--- src/rtl/uic_pkg.sv ---
package uic_pkg;

   // Control word bit positions
   localparam int CTL_TDE     = 15;
   localparam int CTL_RDE     = 14;
   localparam int CTL_TIE     = 13;
   localparam int CTL_RIE     = 12;
   localparam int CTL_EIE     = 11;
   localparam int CTL_CTS_LO  = 9;
   localparam int CTL_MASK_LO = 0;
   localparam int N_CHG       = 6;

   // Status word bit positions
   localparam int ST_TX     = 0;
   localparam int ST_RX     = 1;
   localparam int ST_ERR    = 2;
   localparam int ST_CHG    = 3;
   localparam int ST_SRC_LO = 4;
   localparam int ST_BITS   = ST_SRC_LO + N_CHG;

   // Status-change source indices (mask bit i selects source i)
   localparam int SRC_BDET    = 0;
   localparam int SRC_TXDONE  = 1;
   localparam int SRC_TXEMPTY = 2;
   localparam int SRC_RBRK    = 3;
   localparam int SRC_CTS     = 4;
   localparam int SRC_OVR     = 5;

   typedef enum logic [1:0] {
      CTS_OFF  = 2'b00,
      CTS_RISE = 2'b01,
      CTS_FALL = 2'b10,
      CTS_BOTH = 2'b11
   } cts_cond_e;

   typedef struct packed {
      logic             tde;
      logic             rde;
      logic             tie;
      logic             rie;
      logic             eie;
      cts_cond_e        cts;
      logic [N_CHG-1:0] mask;
   } ctl_t;

endpackage

--- src/rtl/uic_ctl_reg.sv ---
module uic_ctl_reg
   import uic_pkg::*;
#(
   parameter int REG_W = 32
) (
   input  logic             clk,
   input  logic             rst_n,
   input  logic             wr_en,
   input  logic [REG_W-1:0] wdata,
   output ctl_t             ctl,
   output logic [REG_W-1:0] rd_val
);

   ctl_t ctl_q;

   always_ff @(posedge clk) begin
      if (!rst_n) begin
         ctl_q <= '0;
      end else if (wr_en) begin
         ctl_q.tde  <= wdata[CTL_TDE];
         ctl_q.rde  <= wdata[CTL_RDE];
         ctl_q.tie  <= wdata[CTL_TIE];
         ctl_q.rie  <= wdata[CTL_RIE];
         ctl_q.eie  <= wdata[CTL_EIE];
         ctl_q.cts  <= cts_cond_e'(wdata[CTL_CTS_LO +: 2]);
         ctl_q.mask <= wdata[CTL_MASK_LO +: N_CHG];
      end
   end

   always_comb begin
      rd_val                      = '0;
      rd_val[CTL_TDE]             = ctl_q.tde;
      rd_val[CTL_RDE]             = ctl_q.rde;
      rd_val[CTL_TIE]             = ctl_q.tie;
      rd_val[CTL_RIE]             = ctl_q.rie;
      rd_val[CTL_EIE]             = ctl_q.eie;
      rd_val[CTL_CTS_LO +: 2]     = ctl_q.cts;
      rd_val[CTL_MASK_LO +: N_CHG] = ctl_q.mask;
   end

   assign ctl = ctl_q;

endmodule

--- src/rtl/uic_sync_edge.sv ---
module uic_sync_edge
   import uic_pkg::*;
#(
   parameter int STAGES = 2
) (
   input  logic      clk,
   input  logic      rst_n,
   input  logic      din,
   input  cts_cond_e cond,
   output logic      evt
);

   logic [STAGES-1:0] sh_q;
   logic              prev_q;
   logic              sync_s;
   logic              rise_s;
   logic              fall_s;

   always_ff @(posedge clk) begin
      if (!rst_n) begin
         sh_q   <= '0;
         prev_q <= 1'b0;
      end else begin
         sh_q   <= {sh_q[STAGES-2:0], din};
         prev_q <= sync_s;
      end
   end

   assign sync_s = sh_q[STAGES-1];
   assign rise_s = sync_s & ~prev_q;
   assign fall_s = ~sync_s & prev_q;

   always_comb begin
      unique case (cond)
         CTS_RISE: evt = rise_s;
         CTS_FALL: evt = fall_s;
         CTS_BOTH: evt = rise_s | fall_s;
         default:  evt = 1'b0;
      endcase
   end

endmodule

--- src/rtl/uic_rise.sv ---
module uic_rise #(
   parameter int W = 4
) (
   input  logic         clk,
   input  logic         rst_n,
   input  logic [W-1:0] flags,
   output logic [W-1:0] rise
);

   logic [W-1:0] prev_q;

   always_ff @(posedge clk) begin
      if (!rst_n) prev_q <= '0;
      else        prev_q <= flags;
   end

   for (genvar i = 0; i < W; i++) begin : g_rise
      assign rise[i] = flags[i] & ~prev_q[i];
   end

endmodule

--- src/rtl/uic_status.sv ---
module uic_status
   import uic_pkg::*;
#(
   parameter int REG_W = 32,
   parameter int N_SRC = N_CHG
) (
   input  logic             clk,
   input  logic             rst_n,
   input  logic             set_tx,
   input  logic             set_rx,
   input  logic             set_err,
   input  logic [N_SRC-1:0] src_evt,
   input  logic [N_SRC-1:0] mask,
   input  logic             clr_we,
   input  logic [REG_W-1:0] clr_data,
   output logic [REG_W-1:0] st
);

   localparam int NB = ST_SRC_LO + N_SRC;

   logic [NB-1:0] q;
   logic [NB-1:0] set_v;
   logic [NB-1:0] clr_v;

   assign set_v[ST_TX]  = set_tx;
   assign set_v[ST_RX]  = set_rx;
   assign set_v[ST_ERR] = set_err;
   assign set_v[ST_CHG] = |(src_evt & mask);

   for (genvar i = 0; i < N_SRC; i++) begin : g_src
      assign set_v[ST_SRC_LO + i] = src_evt[i];
   end

   assign clr_v = clr_we ? clr_data[NB-1:0] : '0;

   always_ff @(posedge clk) begin
      if (!rst_n) q <= '0;
      else        q <= set_v | (q & ~clr_v);
   end

   if (REG_W > NB) begin : g_pad
      assign st = {{(REG_W-NB){1'b0}}, q};
   end else begin : g_nopad
      assign st = q;
   end

endmodule

--- src/rtl/uic_top.sv ---
module uic_top
   import uic_pkg::*;
#(
   parameter int REG_W       = 32,
   parameter int ADDR_W      = 2,
   parameter int SYNC_STAGES = 2,
   parameter int IRQ_REG     = 0
) (
   input  logic              clk,
   input  logic              rst_n,
   input  logic              bus_en,
   input  logic              bus_we,
   input  logic [ADDR_W-1:0] bus_addr,
   input  logic [REG_W-1:0]  bus_wdata,
   output logic [REG_W-1:0]  bus_rdata,
   input  logic              tx_space,
   input  logic              rx_full,
   input  logic              rx_timeout,
   input  logic              err_frame,
   input  logic              err_parity,
   input  logic              err_overrun,
   input  logic              rx_break,
   input  logic              brk_detect,
   input  logic              tx_empty,
   input  logic              tx_done,
   input  logic              cts_in,
   output logic              irq,
   output logic              tx_dma_req,
   output logic              rx_dma_req
);

   localparam logic [ADDR_W-1:0] CTL_ADDR  = ADDR_W'(0);
   localparam logic [ADDR_W-1:0] STAT_ADDR = ADDR_W'(1);
   localparam int                N_FLAG    = 4;

   // Elaboration-time parameter checks
   if (REG_W < 16 || REG_W < ST_BITS) begin : g_bad_regw
      $error("uic_top: REG_W must hold the control and status fields");
   end
   if (ADDR_W < 1) begin : g_bad_addr
      $error("uic_top: ADDR_W must be at least 1");
   end
   if (SYNC_STAGES < 2) begin : g_bad_sync
      $error("uic_top: SYNC_STAGES must be at least 2");
   end
   if (IRQ_REG != 0 && IRQ_REG != 1) begin : g_bad_irq
      $error("uic_top: IRQ_REG must be 0 or 1");
   end

   ctl_t             ctl;
   logic [REG_W-1:0] ctl_rd;
   logic [REG_W-1:0] st_vec;
   logic             ctl_wr;
   logic             st_wr;
   logic             cts_evt;
   logic [N_FLAG-1:0] flag_v;
   logic [N_FLAG-1:0] flag_rise;
   logic [N_CHG-1:0] src_evt;
   logic             irq_d;

   assign ctl_wr = bus_en & bus_we & (bus_addr == CTL_ADDR);
   assign st_wr  = bus_en & bus_we & (bus_addr == STAT_ADDR);

   uic_ctl_reg #(.REG_W(REG_W)) u_ctl (
      .clk    (clk),
      .rst_n  (rst_n),
      .wr_en  (ctl_wr),
      .wdata  (bus_wdata),
      .ctl    (ctl),
      .rd_val (ctl_rd)
   );

   uic_sync_edge #(.STAGES(SYNC_STAGES)) u_cts (
      .clk   (clk),
      .rst_n (rst_n),
      .din   (cts_in),
      .cond  (ctl.cts),
      .evt   (cts_evt)
   );

   assign flag_v = {brk_detect, tx_done, tx_empty, rx_break};

   uic_rise #(.W(N_FLAG)) u_rise (
      .clk   (clk),
      .rst_n (rst_n),
      .flags (flag_v),
      .rise  (flag_rise)
   );

   always_comb begin
      src_evt              = '0;
      src_evt[SRC_RBRK]    = flag_rise[0];
      src_evt[SRC_TXEMPTY] = flag_rise[1];
      src_evt[SRC_TXDONE]  = flag_rise[2];
      src_evt[SRC_BDET]    = flag_rise[3];
      src_evt[SRC_CTS]     = cts_evt;
      src_evt[SRC_OVR]     = err_overrun;
   end

   uic_status #(.REG_W(REG_W), .N_SRC(N_CHG)) u_status (
      .clk      (clk),
      .rst_n    (rst_n),
      .set_tx   (tx_space),
      .set_rx   (rx_full | rx_timeout),
      .set_err  (err_frame | err_parity | err_overrun),
      .src_evt  (src_evt),
      .mask     (ctl.mask),
      .clr_we   (st_wr),
      .clr_data (bus_wdata),
      .st       (st_vec)
   );

   always_comb begin
      bus_rdata = '0;
      if (bus_en && !bus_we) begin
         if (bus_addr == CTL_ADDR)       bus_rdata = ctl_rd;
         else if (bus_addr == STAT_ADDR) bus_rdata = st_vec;
      end
   end

   assign irq_d = (ctl.tie & st_vec[ST_TX])
                | (ctl.rie & st_vec[ST_RX])
                | (ctl.eie & st_vec[ST_ERR])
                | st_vec[ST_CHG];

   if (IRQ_REG != 0) begin : g_irq_ff
      logic irq_q;
      always_ff @(posedge clk) begin
         if (!rst_n) irq_q <= 1'b0;
         else        irq_q <= irq_d;
      end
      assign irq = irq_q;
   end else begin : g_irq_comb
      assign irq = irq_d;
   end

   assign tx_dma_req = ctl.tde & tx_space;
   assign rx_dma_req = ctl.rde & rx_full;

endmodule

--- config.mk ---
export PLATFORM = sky130hd
export DESIGN_NAME = uic_top
export DESIGN_NICKNAME = d
export VERILOG_FILES = /design/src/rtl/uic_pkg.sv /design/src/rtl/uic_ctl_reg.sv /design/src/rtl/uic_sync_edge.sv /design/src/rtl/uic_rise.sv /design/src/rtl/uic_status.sv /design/src/rtl/uic_top.sv
export SDC_FILE = /design/constraint.sdc
export NUM_CORES = 1
export LEC_CHECK = 0
export BUFFER_PORTS_ARGS = -buffer_cell sky130_fd_sc_hd__buf_2
export CAP_MARGIN = 20
export CELL_PAD_IN_SITES_DETAIL_PLACEMENT = 1
export CELL_PAD_IN_SITES_GLOBAL_PLACEMENT = 1
export CORE_MARGIN = 2
export CORE_UTILIZATION = 30
export CTS_CLUSTER_DIAMETER = 200
export DETAILED_ROUTE_END_ITERATION = 16
export PLACE_DENSITY_LB_ADDON = 0.1
export SETUP_SLACK_MARGIN = 0.3
export SKIP_CTS_REPAIR_TIMING = 1
export SYNTH_ARGS = -nofsm -noshare
export SYNTH_HDL_FRONTEND = slang
export SYNTH_SLANG_ARGS = --single-unit
--- constraint.sdc ---
create_clock -name clk -period 1.6 [get_ports clk]
set_input_delay 0.16 -clock clk [delete_from_list [all_inputs] [get_ports clk]]
set_output_delay 0.16 -clock clk [all_outputs]
set_load 0.02 [all_outputs]
# Yosys cells after proc, flatten, opt, wreduce, memory -nomap -nowiden
# Cells that the tools add are included.
# classes
n_addsub	0
mul	0
div_mod_pow	0
n_lt_le_gt_ge	0
eq_ne	4
shifts	0
muxes	5
bitwise_logic	31
reduce_logical	4
# op_table
operator	count
2-to-1 mux 16 bit	2
2-to-1 mux 10 bit	2
AND 1 bit	14
AND 10 bit	1
inverter 10 bit	1
OR 10 bit	1
OR 1 bit	7
AND 6 bit	1
inverter 1 bit	6
OR reduction 6 bit	1
equality test 2 x 1 -> 1 bit (second input constant)	2
equality test 2 bit (second input constant)	2
one-hot mux 1 bit (3 select lines)	1
logical NOT 2 bit	1
logical AND 1 bit	1
logical NOT 1 bit	1
# totals
regBits	30
latchBits	0
mem_bits_rw	0
romBits	0
input_bits	49
out_inout_bits	35
elab_cells	55
memories	0

# Depth between registers and ports, before layout
# Gate-level depths: netlist of run 1.
# depth
depth_word	7
depth_mapped	6
mapped_depth_nobuf	6

# Cells and area by module
# A second synthesis of run 1 with hierarchy kept.
# hier_totals
hier_cells	243
hier_area_um2	2167.1
# by_module_without_submodules
module	instances	cells_per_inst	area_per_inst_um2
uic_ctl_reg	1	75	750.7
uic_top	1	82	575.6
uic_status	1	59	573.0
uic_sync_edge	1	15	137.6
uic_rise	1	12	130.1

# Least setup slack after synthesis of run 1
# OpenSTA, ideal clock, no wires.
# synth_path
path_type	input port to output port
start	in bus_we
end	out bus_rdata[10]
arrival_time_ps	1137
t_required_ps	1440
slack_ps	303
stages	4
cell_sequence	or3b_2 > buf_2 > nor2_2 > and2_1
# synth_via
elab_chain_len	3
# synth_lines
element	line	text
start: declaration	uic_top.sv:12	input logic bus_we,
logical NOT 1 bit	uic_top.sv:115	if (bus_en && !bus_we) begin
logical AND 1 bit	uic_top.sv:115	
2-to-1 mux 16 bit	uic_top.sv:115	
end: declaration	uic_top.sv:15	output logic [REG_W-1:0] bus_rdata,
# No other way between the ends.

# Worst setup path after layout of run 1
# layout_path
start	in bus_addr[1]
end	out bus_rdata[13]
# layout_via
elab_chain_len	3
# layout_lines
element	line	text
start: declaration	uic_top.sv:13	input logic [ADDR_W-1:0] bus_addr,
logical NOT 2 bit	uic_top.sv:116	if (bus_addr == CTL_ADDR) bus_rdata = ctl_rd;
2-to-1 mux 16 bit	uic_top.sv:116	
2-to-1 mux 16 bit	uic_top.sv:115	
# No other way between the ends.

==> metrics list, run 1 <==
- Endpoints failing hold: 0
- Max-slew violation total from the final report: 0
- Gate count of the mapped netlist: 180
- The most critical setup path has its startpoint at bus_addr[1].
- Critical path required time: 1.44 ns
- In this run the clock root is driven by a sky130_fd_sc_hd__clkbuf_8.
* Critical Path End: bus_rdata[13]
- TritonCTS built the clock tree.
* Global-route usage over all layers: 0.157
- Synthesis-stage register bit count: 30
* Crit Path Max Fanout: 6
- Final worst slack: 0.279 ns
- Synth area leader: sky130_fd_sc_hd__dfxtp_1
- Per-instance average area after synthesis: 8.36 sq um
- Total via count after detailed routing: 1379
- The number of antenna diodes in the final layout is 0.
- Of the total synthesized cell area, the portion taken by XOR and XNOR cells is 0.
* Total Die Area: 5600 sq um
- Worst hold-check slack: 0.0900 ns
- Residual DRC: 0
* Remaining antenna violation count: 0
- The die is 74.8 um tall.
- After routing, the total negative slack on setup checks comes to 0 ns.
- Synth top area share: 0.399
- Total half-perimeter wirelength after legalization and detailed placement: 3.13 mm
- Run status: finished, final reports clean
* Area added between synthesis and finish: 34.4%
- Actual transition at the worst max-transition pin: between 0.5 and 0.6 ns
- The congestion estimate from routability-driven global placement came to 0.773.
- Counting distinct cell types in the post-synthesis netlist gives 31.
* Largest clock skew in the final design: 0.00263 ns
- The tightest min-delay check is of the input port to register type.
- Vias per cell: around 4.5
- Static timing analysis puts the maximum clock frequency at 0.757 GHz.
- Average wire per cell in the routed design: approximately 14 um
- Num ports: 84
- Share of synthesized registers carrying an async set or reset: 0
- The H-tree generated during clock tree synthesis spans 2 levels.
- Number of antenna violations at the first check in global routing: 0
- Row generation in the floorplan step produced 25 rows.
- Of the available clock period, the critical path in the final layout requires 0.825.
- After the last flow step, the layout net total stands at 288.
- After detailed placement, the total cell area comes to 1790 sq um.
- Count of buffers inserted at the top-level ports: 51
- The startpoint identified for the worst register-to-register timing path is u_cts.prev_q$_SDFF_PN0_.
- In this run the horizontal extent of the chip is 74.8 um.
* Capture instance of the worst register-to-register path: u_status.q[3]$_SDFF_PN0_
- By area, the combinational part of the netlist is dominated by simple AND/OR/NAND/NOR gates.
- The synthesized design contains 0 enable-type register cells.
* Register-to-Register Setup Slack: 0.32 ns
- In this run the power density over the cells is 816 nW/um^2.
- Compound-cell area share of the yosys netlist: 0.146
* Worst-skew pair later-pin latency: roughly 0.28 ns
- Unrepaired setup endpoints after global routing: true
* Area taken by multi-input logic gates: approximately 850 sq um
- Area of all placed cells without fillers: about 2000 sq um
- Post-synthesis simple-gate area fraction: 0.281
- Critical Setup Path Class: input port to output pin
* Cell leakage power: 0.899 nW
- Remaining max-slew budget at the tightest pin: 0.667
- The Yosys step of the flow raised 0 warnings.
- Clock tree synthesis found a total of 30 sinks.
- Ranked by instance count, the synthesized netlist is headed by sky130_fd_sc_hd__nand2_1 (39), sky130_fd_sc_hd__dfxtp_1 (30), sky130_fd_sc_hd__and2_1 (16), sky130_fd_sc_hd__buf_4 (16), sky130_fd_sc_hd__a21boi_0 (15).
- Worst reg-to-reg path cell count: 6
- Ranking of synthesized cells by area: sky130_fd_sc_hd__dfxtp_1 (40%), sky130_fd_sc_hd__nand2_1 (9.7%), sky130_fd_sc_hd__buf_4 (8.0%)
- Portion of netlist area occupied by mux cells: 0.0466
* Crit path capture type: output pin
- Starting utilization of the core area: 0.314
* Sequential cell area in the final layout: 606 sq um
* Largest vdd supply drop: 0.520 mV
- Adder-cell share of the synthesized area: 0.0166
- Core area: 4790 sq um
- The detailed router finished its first iteration with 38 violations.
* Number of max-cap violations: 0
- Clock-pin slew reported for the worst setup and hold paths after clock tree synthesis: 0.06 ns
- The filler cells instantiated in the layout total 603.
* Number of global-route vias before repair: about 1400
* Maximum clock insertion buffer count: 2
* Crit path arrival time: 1.16 ns
- Flip-flop cell with the highest count after synthesis: sky130_fd_sc_hd__dfxtp_1
- Routed wire length: roughly 4.4 mm
- Clock tree synthesis inserted a total of 5 buffers.
- For this run, the share of the core covered by cells in the final layout is 0.422.
- Fraction of layout cells with a size suffix above 1: 0.357
* Wire length of the first global-routing pass: approximately 6.4 mm
- Largest net degree at the start of global routing: 33
- The synthesized netlist occupies a cell area of 1500 sq um.
* Worst Setup Slack post-DPL: 0.0901 ns
- Sort of element at the start of the critical path: input port
* Post-synthesis sequential area ratio: 0.399
- Total iterations of the first detailed-routing run: 4
- The worst path in the final design needs a cycle of 1.32 ns, including I/O delays and setup.
- Final count of negative-setup-slack endpoints: 0
- Global-route congestion overflow total: 0
- Cell with the most instances after synthesis: sky130_fd_sc_hd__nand2_1
cell usage in the layout, fill, tap and decap left out, drive strengths merged:
cell / netlist / final
and4b: 1 / 1
and2: 16 / 16
mux2i: 7 / 7
dfxtp: 30 / 30
o21ai: 1 / 1
nor2b: 10 / 10
o21a: 1 / 1
o211ai: 1 / 1
o41a: 1 / 1
buf: 20 / 59
nand4: 1 / 1
a22oi: 2 / 2
and3: 4 / 4
conb: 1 / 16
a21oi: 7 / 7
o31a: 1 / 1
a21boi: 16 / 16
a221o: 1 / 1
clkinv: 0 / 1
nand4bb: 1 / 1
nor2: 8 / 8
nor3b: 1 / 1
nand2: 39 / 39
or3b: 1 / 1
clkbuf: 4 / 7
and4bb: 1 / 1
inv: 2 / 2
ha: 2 / 2
final cells by class:
type	count	share of cell area
multi-input cells	139	0.419
flip-flops and latches	30	0.300
repair buffers	59	0.191
clock buffers	7	0.0427
well taps	67	0.0415
inverters	2	0.00372
clock inverters	1	0.00248
worst min-delay path by stage:
stage	from	end	slack [ns]	cells past startpoint
after floorplan	rx_break	u_rise.prev_q[0]$_SDFF_PN0_	0.28	1
after global placement	cts_in	u_cts.sh_q[0]$_SDFF_PN0_	0.37	2
after detailed placement	cts_in	u_cts.sh_q[0]$_SDFF_PN0_	0.37	2
after CTS	cts_in	u_cts.sh_q[0]$_SDFF_PN0_	0.08	2
after global routing	rx_break	u_rise.prev_q[0]$_SDFF_PN0_	0.09	2
final	cts_in	u_cts.sh_q[0]$_SDFF_PN0_	0.09	2
flip-flops by register name, summed over array words and instances (netlist names):
register	count
u_ctl.ctl	13
u_status.q	10
u_rise.prev_q	4
u_cts.sh_q	2
u_cts.prev_q	1
stage by stage:
step	total power, W	std cells
2_1_floorplan	0.000961	195
3_3_place_gp	0.00101	295
3_5_place_dp	0.00102	295
4_1_cts	0.00165	303
5_1_grt	0.00174	305
6_report	0.00165	305
report_power, final:
group	internal [W]	switching (W)
registers	0.000778	0.0000199
logic	0.0000950	0.000127
clock network	0.000346	0.000282
per-layer routing:
layer | vias to the layer above | global-route usage | part of all wire
li1 | 676 | - | -
met1 | 640 | 0.179 | 0.43
met2 | 55 | 0.269 | 0.48
met3 | 8 | 0.0402 | 0.069
met4 | 0 | 0.0833 | 0.020
met5 | - | 0 | 0
worst max-delay path, cell delays in order:
cell                     delay [ns]
sky130_fd_sc_hd__buf_8         0.10
sky130_fd_sc_hd__or3b_4        0.41
sky130_fd_sc_hd__nor2_4        0.21
sky130_fd_sc_hd__and2_4        0.18
sky130_fd_sc_hd__buf_6         0.11
cell families (layout without fill, tap and decap cells):
logic type	count (synthesis)	in the layout
flops	30	30
mux	7	7
simple gates	83	83
other cells	1	16
compound gates	31	31
fa+ha+maj	2	2
buf+inv	26	69
No activity file was read; power rests on OpenSTA's default activity.
==> inputs of run 2 (changes only) <==
==> constraint.sdc (replaced) <==
create_clock -name clk -period 1.3 [get_ports clk]
set_input_delay 0.13 -clock clk [delete_from_list [all_inputs] [get_ports clk]]
set_output_delay 0.13 -clock clk [all_outputs]
set_load 0.02 [all_outputs]
==> run 2 against run 1 <==
Compared with the run above:
- critical endpoint is now u_status.q[3]$_SDFF_PN0_
- final area increased by 13%
- hold slack got worse by 0.032 ns
- worst setup slack got worse by 0.26 ns
- critical path type is now register to register
- combinational power increased by 50%
- sequential power increased by 25%
- die area unchanged
==> metrics list, run 2 (synthesis results as in run 1) <==
- The run finished with clean final reports.
- The worst setup path is launched from a register.
- In the layout the commonest cells are sky130_fd_sc_hd__nand2_1 (38), sky130_fd_sc_hd__buf_2 (30), sky130_fd_sc_hd__buf_6 (22), sky130_fd_sc_hd__conb_1 (16).
- Die Wd: 74.8 um
- Total Die Area: 5600 sq um
* Core area: 4790 sq um
- Total half-perimeter wirelength after legalization and detailed placement: approximately 3.2 mm
- Crit path arrival time: 1.45 ns
- Crit path capture type: register
- Largest clock skew in the final design: around 0.0034 ns
- Worst Setup Slack post-DPL: -0.0153 ns
* Clock tree from TritonCTS: yes
- Global-route congestion overflow total: 0
- Summed over all failing endpoints, the final setup total negative slack is 0 ns.
- DRC marker count from the first detailed-route iteration: 32
- Final count of negative-setup-slack endpoints: 0
* Residual DRC: 0
- In the global route stage, overall resource usage came out at 0.155.
- The initial utilization of the core area, before any placement, comes to 0.314.
* Critical path required time: roughly 1.5 ns
* Cell leakage power: approximately 0.94 nW
- Of the cells placed in the final design, the portion with a size suffix greater than 1 is 0.494.
- Measured on the finished design, the core utilization comes to 0.478.
- Count of buffers inserted at the top-level ports: 51
- Num CTS Buffers: 5
- Worst hold-check slack: 0.0577 ns
* Total iterations of the first detailed-routing run: 4
- The final max-slew violation count was 0.
- Vias per cell: 4.59
- The count of endpoints failing hold in the final timing report was 0.
- Largest vdd supply drop: 0.407 mV
- Measured in cells, the most critical reg-to-reg path has a length of 6.
- The initialized floorplan defines 25 standard-cell rows.
- Gpl congestion: 0.776
- Number of H-tree branching levels: 2
* Crit Path Max Fanout: 2
* Average wire per cell in the routed design: 14.1 um
- Cell depth of the worst min-delay path: 2
- The repair_antennas step left the layout with diodes totalling 0.
* Most common cell after layout, fill and taps aside: sky130_fd_sc_hd__nand2_1
- Final worst slack: 0.0165 ns
- Routed wire length: 4.35 mm
- Total via count after detailed routing: 1413
- Root Driver: sky130_fd_sc_hd__clkbuf_8
- Area added between synthesis and finish: 52.2%
* Max FFs per register: 13
* Die outline height: roughly 75 um
* Part of the cycle the worst path needs: 0.987
* Num ports: 84
- The first global-routing pass estimated 6.38 mm of wire.
* Class of the worst hold path: input port to register
- Number of max-cap violations: 0
- Entering global routing, the biggest net connects 19 pins.
- Final min period: roughly 1.3 ns
- After clock tree synthesis, the clock-pin slew on the worst setup and hold paths is 0.06 ns.
- The via count of the first global-routing pass was 1380.
* TritonCTS Sinks: 30
* Remaining antenna violation count: 0
* Cell total after placement: 301
* Final Non-Filler Cells: about 310
* Unrepaired setup endpoints after global routing: true
- Maximum clock insertion buffer count: 2
- Final net count: 293
- Derived from the worst setup path, the maximum achievable clock frequency is 0.779 GHz.
- Critical Setup Path Class: register to register
* Worst-skew pair later-pin latency: 0.27 ns
- Number of antenna violations at the first check in global routing: 0
- For this design the ratio of total power to cell area is 900 nW/um^2.
## run 2: metal layers
layer / vias to the layer above / part of all wire / GRT usage
met1: 684 / 0.44 / 0.191
met4: 0 / 0.013 / 0.0675
met2: 41 / 0.50 / 0.256
met3: 7 / 0.045 / 0.0402
li1: 681 / - / -
met5: - / 0 / 0
## run 2: area by class of cell
class | instances | area, sq um
Fill cell | 579 | 2500
Inverter | 2 | 7.51
Timing Repair Buffer | 64 | 520
Clock buffer | 6 | 82.6
Multi-Input combinational cell | 139 | 972
Tap cell | 67 | 83.8
Sequential cell | 30 | 622
## run 2: worst paths after layout
path | from | end | slack (ns)
min reg2reg | u_cts.sh_q[0]$_SDFF_PN0_ | u_cts.sh_q[1]$_SDFF_PN0_ | 0.44
max | u_cts.prev_q$_SDFF_PN0_ | u_status.q[3]$_SDFF_PN0_ | 0.02
max reg2reg | u_cts.prev_q$_SDFF_PN0_ | u_status.q[3]$_SDFF_PN0_ | 0.02
min | cts_in | u_cts.sh_q[0]$_SDFF_PN0_ | 0.06
## run 2: power by group
group / internal (W) / switching [W] / total [W]
registers: 0.000962 / 0.0000319 / 0.000994
logic: 0.000156 / 0.000176 / 0.000333
clock network: 0.000407 / 0.000326 / 0.000734
total: 0.00153 / 0.000535 / 0.00206
## run 2: through the flow
step | power [W] | area, sq um
6_report | 0.00206 | 2290
5_1_grt | 0.00216 | 2290
4_1_cts | 0.00203 | 1980
3_5_place_dp | 0.00128 | 1890
3_3_place_gp | 0.00127 | 1890
2_1_floorplan | 0.00119 | 1620
## run 2: critical path: stages (launching register included)
cell	delay, ns
sky130_fd_sc_hd__dfxtp_2	0.33
sky130_fd_sc_hd__inv_2	0.04
sky130_fd_sc_hd__ha_4	0.26
sky130_fd_sc_hd__nand2_2	0.04
sky130_fd_sc_hd__o211ai_1	0.08
sky130_fd_sc_hd__o21ai_1	0.12
sky130_fd_sc_hd__a221o_1	0.30
